`config.mk`:
```
export PLATFORM = sky130hd
export DESIGN_NAME = pio_port
export DESIGN_NICKNAME = d
export VERILOG_FILES = /design/src/rtl/pio_pkg.sv /design/src/rtl/pio_regs.sv /design/src/rtl/pio_insync.sv /design/src/rtl/pio_drive.sv /design/src/rtl/pio_port.sv
export SDC_FILE = /design/constraint.sdc
export NUM_CORES = 1
export LEC_CHECK = 0
export ABC_AREA = 0
export BUFFER_PORTS_ARGS = -buffer_cell sky130_fd_sc_hd__buf_2
export CORE_ASPECT_RATIO = 2
export CORE_MARGIN = 2
export CORE_UTILIZATION = 46
export CTS_CLUSTER_SIZE = 8
export DETAILED_ROUTE_END_ITERATION = 12
export MAX_ROUTING_LAYER = met4
export PLACE_DENSITY = 0.83
export SLEW_MARGIN = 20
export SYNTH_ARGS = -nofsm -noshare
export SYNTH_HDL_FRONTEND = slang
export SYNTH_SLANG_ARGS = --single-unit
```
`constraint.sdc`:
```
create_clock -name clk -period 1.32 [get_ports clk]
set_clock_uncertainty 0.05 [all_clocks]
set_input_delay 0.264 -clock clk [delete_from_list [all_inputs] [get_ports clk]]
set_output_delay 0.264 -clock clk [all_outputs]
set_load 0.01 [all_outputs]
```
`src/rtl/pio_pkg.sv`:
```
package pio_pkg;

    typedef enum logic {
        DRV_PUSH_PULL  = 1'b0,
        DRV_OPEN_DRAIN = 1'b1
    } drive_e;

    function automatic drive_e drive_of(input logic od_bit);
        return od_bit ? DRV_OPEN_DRAIN : DRV_PUSH_PULL;
    endfunction

endpackage

```
`src/rtl/pio_regs.sv`:
```
module pio_regs #(
    parameter int              W         = 8,
    parameter int              AW        = 8,
    parameter logic [AW-1:0]   MODE_ADDR = 8'hF6,
    parameter logic [AW-1:0]   DATA_ADDR = 8'h02
) (
    input  logic          clk,
    input  logic          rst_n,
    input  logic          wr_en,
    input  logic [AW-1:0] addr,
    input  logic [W-1:0]  wdata,
    output logic [W-1:0]  mode_q,
    output logic [W-1:0]  dout_q
);

    logic hit_mode;
    logic hit_data;

    assign hit_mode = wr_en && (addr == MODE_ADDR);
    assign hit_data = wr_en && (addr == DATA_ADDR);

    always_ff @(posedge clk or negedge rst_n) begin
        if (!rst_n) begin
            mode_q <= '1;
            dout_q <= '0;
        end else begin
            if (hit_mode) mode_q <= wdata;
            if (hit_data) dout_q <= wdata;
        end
    end

    AST_MODE_LOADS: assert property (@(posedge clk) disable iff (!rst_n)
        (wr_en && addr == MODE_ADDR) |=> (mode_q == $past(wdata)));

    AST_DATA_KEEPS: assert property (@(posedge clk) disable iff (!rst_n)
        !(wr_en && addr == DATA_ADDR) |=> $stable(dout_q));

endmodule

```
`src/rtl/pio_insync.sv`:
```
module pio_insync #(
    parameter int W      = 8,
    parameter bit KEEPER = 1'b1
) (
    input  logic         clk,
    input  logic         rst_n,
    input  logic [W-1:0] pad_in,
    input  logic [W-1:0] pad_valid,
    output logic [W-1:0] sync_q
);

    logic [W-1:0] level;
    logic [W-1:0] stage1_q;

    for (genvar i = 0; i < W; i++) begin : g_line
        if (KEEPER) begin : g_keep
            logic hold_q;
            always_ff @(posedge clk or negedge rst_n) begin
                if (!rst_n)            hold_q <= 1'b0;
                else if (pad_valid[i]) hold_q <= pad_in[i];
            end
            assign level[i] = pad_valid[i] ? pad_in[i] : hold_q;
        end else begin : g_nokeep
            assign level[i] = pad_valid[i] & pad_in[i];
        end
    end

    always_ff @(posedge clk or negedge rst_n) begin
        if (!rst_n) begin
            stage1_q <= '0;
            sync_q   <= '0;
        end else begin
            stage1_q <= level;
            sync_q   <= stage1_q;
        end
    end

    AST_FLOAT_HOLDS: assert property (@(posedge clk) disable iff (!rst_n)
        (pad_valid == '0 && $past(pad_valid) == '0 && $past(pad_valid, 2) == '0)
            |-> $stable(sync_q));

endmodule

```
`src/rtl/pio_drive.sv`:
```
module pio_drive
    import pio_pkg::*;
#(
    parameter int W      = 8,
    parameter int DI_BIT = 0,
    parameter int DO_BIT = 7
) (
    input  logic         open_drain,
    input  logic         spi_en,
    input  logic         spi_do,
    input  logic [W-1:0] mode_q,
    input  logic [W-1:0] dout_q,
    output logic [W-1:0] dir_in,
    output logic [W-1:0] pad_oe,
    output logic [W-1:0] pad_o
);

    drive_e       drv;
    logic [W-1:0] src;

    assign drv = drive_of(open_drain);

    always_comb begin
        dir_in = mode_q;
        src    = dout_q;
        if (spi_en) begin
            dir_in[DI_BIT] = 1'b1;
            dir_in[DO_BIT] = 1'b0;
            src[DO_BIT]    = spi_do;
        end
    end

    always_comb begin
        unique case (drv)
            DRV_PUSH_PULL: begin
                pad_oe = ~dir_in;
                pad_o  = src & ~dir_in;
            end
            DRV_OPEN_DRAIN: begin
                pad_oe = ~dir_in & ~src;
                pad_o  = '0;
            end
            default: begin
                pad_oe = '0;
                pad_o  = '0;
            end
        endcase
    end

endmodule

```
`src/rtl/pio_port.sv`:
```
module pio_port #(
    parameter int              W         = 8,
    parameter int              AW        = 8,
    parameter logic [AW-1:0]   MODE_ADDR = 8'hF6,
    parameter logic [AW-1:0]   DATA_ADDR = 8'h02,
    parameter int              DI_BIT    = 0,
    parameter int              DO_BIT    = 7,
    parameter bit              KEEPER    = 1'b1
) (
    input  logic          clk,
    input  logic          rst_n,
    input  logic          wr_en,
    input  logic [AW-1:0] addr,
    input  logic [W-1:0]  wdata,
    output logic [W-1:0]  rd_data,
    input  logic          open_drain,
    input  logic          spi_en,
    input  logic          spi_do,
    output logic          spi_di,
    input  logic [W-1:0]  pad_in,
    input  logic [W-1:0]  pad_valid,
    output logic [W-1:0]  pad_oe,
    output logic [W-1:0]  pad_o
);

    logic [W-1:0] mode_q;
    logic [W-1:0] dout_q;
    logic [W-1:0] sync_q;
    logic [W-1:0] dir_in;

    pio_regs #(.W(W), .AW(AW), .MODE_ADDR(MODE_ADDR), .DATA_ADDR(DATA_ADDR)) u_regs (
        .clk    (clk),
        .rst_n  (rst_n),
        .wr_en  (wr_en),
        .addr   (addr),
        .wdata  (wdata),
        .mode_q (mode_q),
        .dout_q (dout_q)
    );

    pio_insync #(.W(W), .KEEPER(KEEPER)) u_insync (
        .clk       (clk),
        .rst_n     (rst_n),
        .pad_in    (pad_in),
        .pad_valid (pad_valid),
        .sync_q    (sync_q)
    );

    pio_drive #(.W(W), .DI_BIT(DI_BIT), .DO_BIT(DO_BIT)) u_drive (
        .open_drain (open_drain),
        .spi_en     (spi_en),
        .spi_do     (spi_do),
        .mode_q     (mode_q),
        .dout_q     (dout_q),
        .dir_in     (dir_in),
        .pad_oe     (pad_oe),
        .pad_o      (pad_o)
    );

    // Direction register is write-only: only the data address returns anything.
    assign rd_data = (addr == DATA_ADDR) ? ((dir_in & sync_q) | (~dir_in & dout_q)) : '0;
    assign spi_di  = spi_en & sync_q[DI_BIT];

    AST_RESET_QUIET: assert property (@(posedge clk)
        $rose(rst_n) |-> (pad_oe == '0));

    AST_MODE_HIDDEN: assert property (@(posedge clk) disable iff (!rst_n)
        (addr != DATA_ADDR) |-> (rd_data == '0));

    AST_INPUT_RELEASED: assert property (@(posedge clk) disable iff (!rst_n)
        (wr_en && addr == MODE_ADDR && !spi_en)
            |=> (spi_en || ((pad_oe & $past(wdata)) == '0)));

    AST_OD_NO_HIGH: assert property (@(posedge clk) disable iff (!rst_n)
        open_drain |-> ((pad_oe & pad_o) == '0));

    AST_SPI_DI_INPUT: assert property (@(posedge clk) disable iff (!rst_n)
        spi_en |-> !pad_oe[DI_BIT]);

    AST_SPI_DI_QUIET: assert property (@(posedge clk) disable iff (!rst_n)
        !spi_en |-> !spi_di);

    AST_SPI_DO_DRIVES: assert property (@(posedge clk) disable iff (!rst_n)
        (spi_en && !open_drain) |-> (pad_oe[DO_BIT] && pad_o[DO_BIT] == spi_do));

endmodule

```
==> run summary <==
The run finished, with violations left. The final reports fail on setup timing. Buffers inserted during clock tree synthesis total 5. Final hold analysis gives a worst-case slack of 0.159 ns. The total instance count after detailed placement is 210. STA puts the critical path data arrival time at 1.22 ns. The portion of the post-synthesis area used by sequential elements is 57.4%. The number of sinks driven by the clock tree is 32.

The die boundary width came out at 43.2 um. In this run the number of H-tree levels came out at 2. In the final routed layout, each cell accounts on average for 16.3 um.

Setup violations remaining at the end of the flow were counted as 24. The clock latency on the worst-skew pair came out at 0.28 ns. The number of core rows came out at 28. Ranked by total cell area, the synthesized netlist is headed by dfrtp_1 (43%), mux2_2 (19%), dfstp_2 (15%). Entering global routing, the biggest net connects 33 pins. The post-synthesis register bit count is 32. The number of antenna violations at the first check in global routing is 0.

After routing, the total negative slack on setup checks comes to -3.36 ns. The detailed-route DRC error count is 0. The tightest slew margin relative to the limit came out at 74.8%.

The largest driver fanout on the critical path came out at 4. The average vias per placed instance came out at 5.31. The time the worst path needs with I/O delays and setup is 1.53 ns. The share of the synthesized area in the top cell type came out at 42.6%.

The highest achievable clock rate came out at 0.652 GHz. The overall routed net length is 3820 um. The sum of overflow across all layers after global routing came out at 0. Summing internal, switching and leakage power gives 2.21 mW. Summed over all cells, the static leakage comes to 1.05 nW.

The final non-filler cell total came out at 234. The setup slack at placement is -0.277 ns. The maximum clock path buffer count came out at 2. In this run the cell area of the synthesized design comes to 0.00141 mm^2. The first global-routing pass estimated 5700 um of wire. The placeable core region is 0.00294 mm^2.

The longest individual stage delay on the worst path came out at 0.55 ns. The first-pass detailed-route iteration total is 2. The net count reported at finish came out at 241. After filler insertion, the fill cell instance count of the layout stands at 174. The number of warnings printed during yosys synthesis came out at 0.

The worst hold path begins at pad_in[2]. The total of max-cap violations came out at 0. The worst-case IR drop observed on VDD is 0.000956 V.

The total met3 wirelength after detailed routing is 185 um. The global-route usage over all layers came out at 23.1%. The congestion estimate from routability-driven global placement came to 0.680.

Cells with a size suffix above 1 make up 78.4% of the layout. The count of different cell masters after synthesis is 21. Setup repair after global routing could not meet its margin everywhere. The worst setup path is launched from a register.

The critical path is of the register to output pin type. Detailed placement finished with a half-perimeter wire length of 2450 um. The number of routed nets with antenna violations is 0. The root buffer cell chosen for the clock tree is clkbuf_8. The library cell used most frequently in the layout, excluding fill and tap cells, is buf_2. The start point of the critical path is u_regs.mode_q[7]. The worst path uses 116% of the clock period. The launch instance of the worst register-to-register path is u_regs.mode_q[6].

At the pin with the least slew margin, the transition time is 0.377 ns. The total number of vias is 1243. The slowest stage of the critical path belongs to the cell dfstp_2.

The sum of met2 wire segment lengths after detailed routing came out at 2170 um. Signal routing reaches up to met4. The number of I/O port buffers is 62. The initial standard-cell utilization of the core came out at 48.0%.

The area enclosed by the die boundary came out at 0.00355 mm^2. From synthesis to final layout, the design area changed by 60.2%. The count of mapped cells out of synthesis came out at 113. The largest total area in the synthesized netlist belongs to dfrtp_1.

The clock-pin slew reported for the worst setup and hold paths after clock tree synthesis came out at 0.06 ns. The detailed router put a total of 1320 um of wire on met1. Walking the worst path, the cells encountered are nand2b_1 -> mux2i_1 -> nor2_1 -> buf_2. Once routing completed, OpenROAD measured the worst setup slack at -0.214 ns. Synthesis produced a netlist with a net count of 151. The worst setup path is captured at an output pin. The detailed router finished its first iteration with 17 violations. The count of endpoints failing hold in the final timing report is 0. The antenna diode instance count is 0. The via count of the first global-routing pass is 1289. The top cell types in the final layout, fill and taps aside, are buf_2 (55), mux2_2 (24), dfrtp_1 (24). The vertical die dimension is 82.3 um.

The path class of the tightest hold or removal check is input port to register. The average instance area after synthesis is 12.5 um^2. During I/O placement, the number of pins put on the boundary was 63. The clock tree from TritonCTS is yes.

The number of pins exceeding their max-slew limit in the final report is 0. Data on the critical path is required at its endpoint by 1.01 ns. Power spread over the standard cell area amounts to 979 mW/mm^2.
-- stage by stage --
step | util, % | instance area (um^2)
after floorplan | - | 1410
after global placement | 61.4 | 1810
after detailed placement | 61.4 | 1810
after CTS | 73.9 | 2180
after global routing | 76.8 | 2260
final | 76.8 | 2260
-- state kept, by name, indices dropped and copies added, names as in the netlist --
| register | cells |
|---|---|
| u_regs.mode_q | 8 |
| u_insync.stage1_q | 7 |
| u_insync.sync_q | 8 |
| u_insync.g_line.g_keep.hold_q | 1 |
| u_regs.dout_q | 8 |
-- power by group --
group,internal (mW),leakage (nW),switching [mW]
Combinational,0.193,0.625,0.148
Sequential,1.06,0.380,0.0558
Clock,0.424,0.0455,0.328
-- cell type report --
type / instances / area (um^2) / share of cell area (%)
multi-input combinational: 78 / 756 / 33.4
sequential: 32 / 811 / 35.9
tap: 30 / 37.5 / 1.66
timing repair buffer: 86 / 567 / 25.1
clock buffer: 8 / 90.1 / 3.98
-- logic make-up after synthesis --
| group | Yosys count | synth area share (%) |
|---|---|---|
| AO/OA/AOI/OAI | 18 | 6.83 |
| buffers and inverters | 3 | 0.798 |
| flip-flops | 32 | 57.4 |
| multiplexers | 25 | 19.9 |
| AND/OR/NAND/NOR | 35 | 15.1 |
-- final timing paths --
| path | to | slack (ns) | cells past startpoint |
|---|---|---|---|
| min | u_insync.stage1_q[2] | 0.16 | 2 |
| max reg2reg | u_regs.mode_q[6] | 0.21 | 4 |
| max | rd_data[7] | -0.21 | 4 |
| min reg2reg | u_insync.sync_q[1] | 0.32 | 0 |
| min in group asynchronous | u_insync.sync_q[1] | 0.46 | 3 |
| max in group asynchronous | u_regs.mode_q[5] | 0.44 | 3 |
-- metal layers --
metal | up-vias | global-route usage, %
li1 | 583 | -
met1 | 605 | 20.7
met2 | 43 | 41.5
met3 | 12 | 4.78
met4 | 0 | 16.7
met5 | - | -
-- cells in the mapped netlist (all sizes together) --
library cell,count
dfrtp,24
mux2,24
a21oi,14
nor2,11
nand2,9
dfstp,8
nand2b,8
clkbuf,3
nor4,2
nor4b,2
a211oi,1
a22oi,1
a31oi,1
and2,1
mux2i,1
nand3,1
nand4,1
o21ai,1
-- timing repair --
item / in CTS / in global routing
endpoints found under the setup margin: 24 / 24
buffers inserted: 13 / 2
gates resized for setup: 40 / 16
hold endpoints to repair: 24 / 0
pin swaps: 10 / 4
hold buffers: 1 / 0
-- critical path: cells and delay by family, from the launching register on --
family | cells | cell delay, ns
buffers and inverters | 1 | 0.13
flip-flops | 1 | 0.55
multiplexers | 1 | 0.14
AND/OR/NAND/NOR | 2 | 0.12
(Power assumes the default switching activity.)
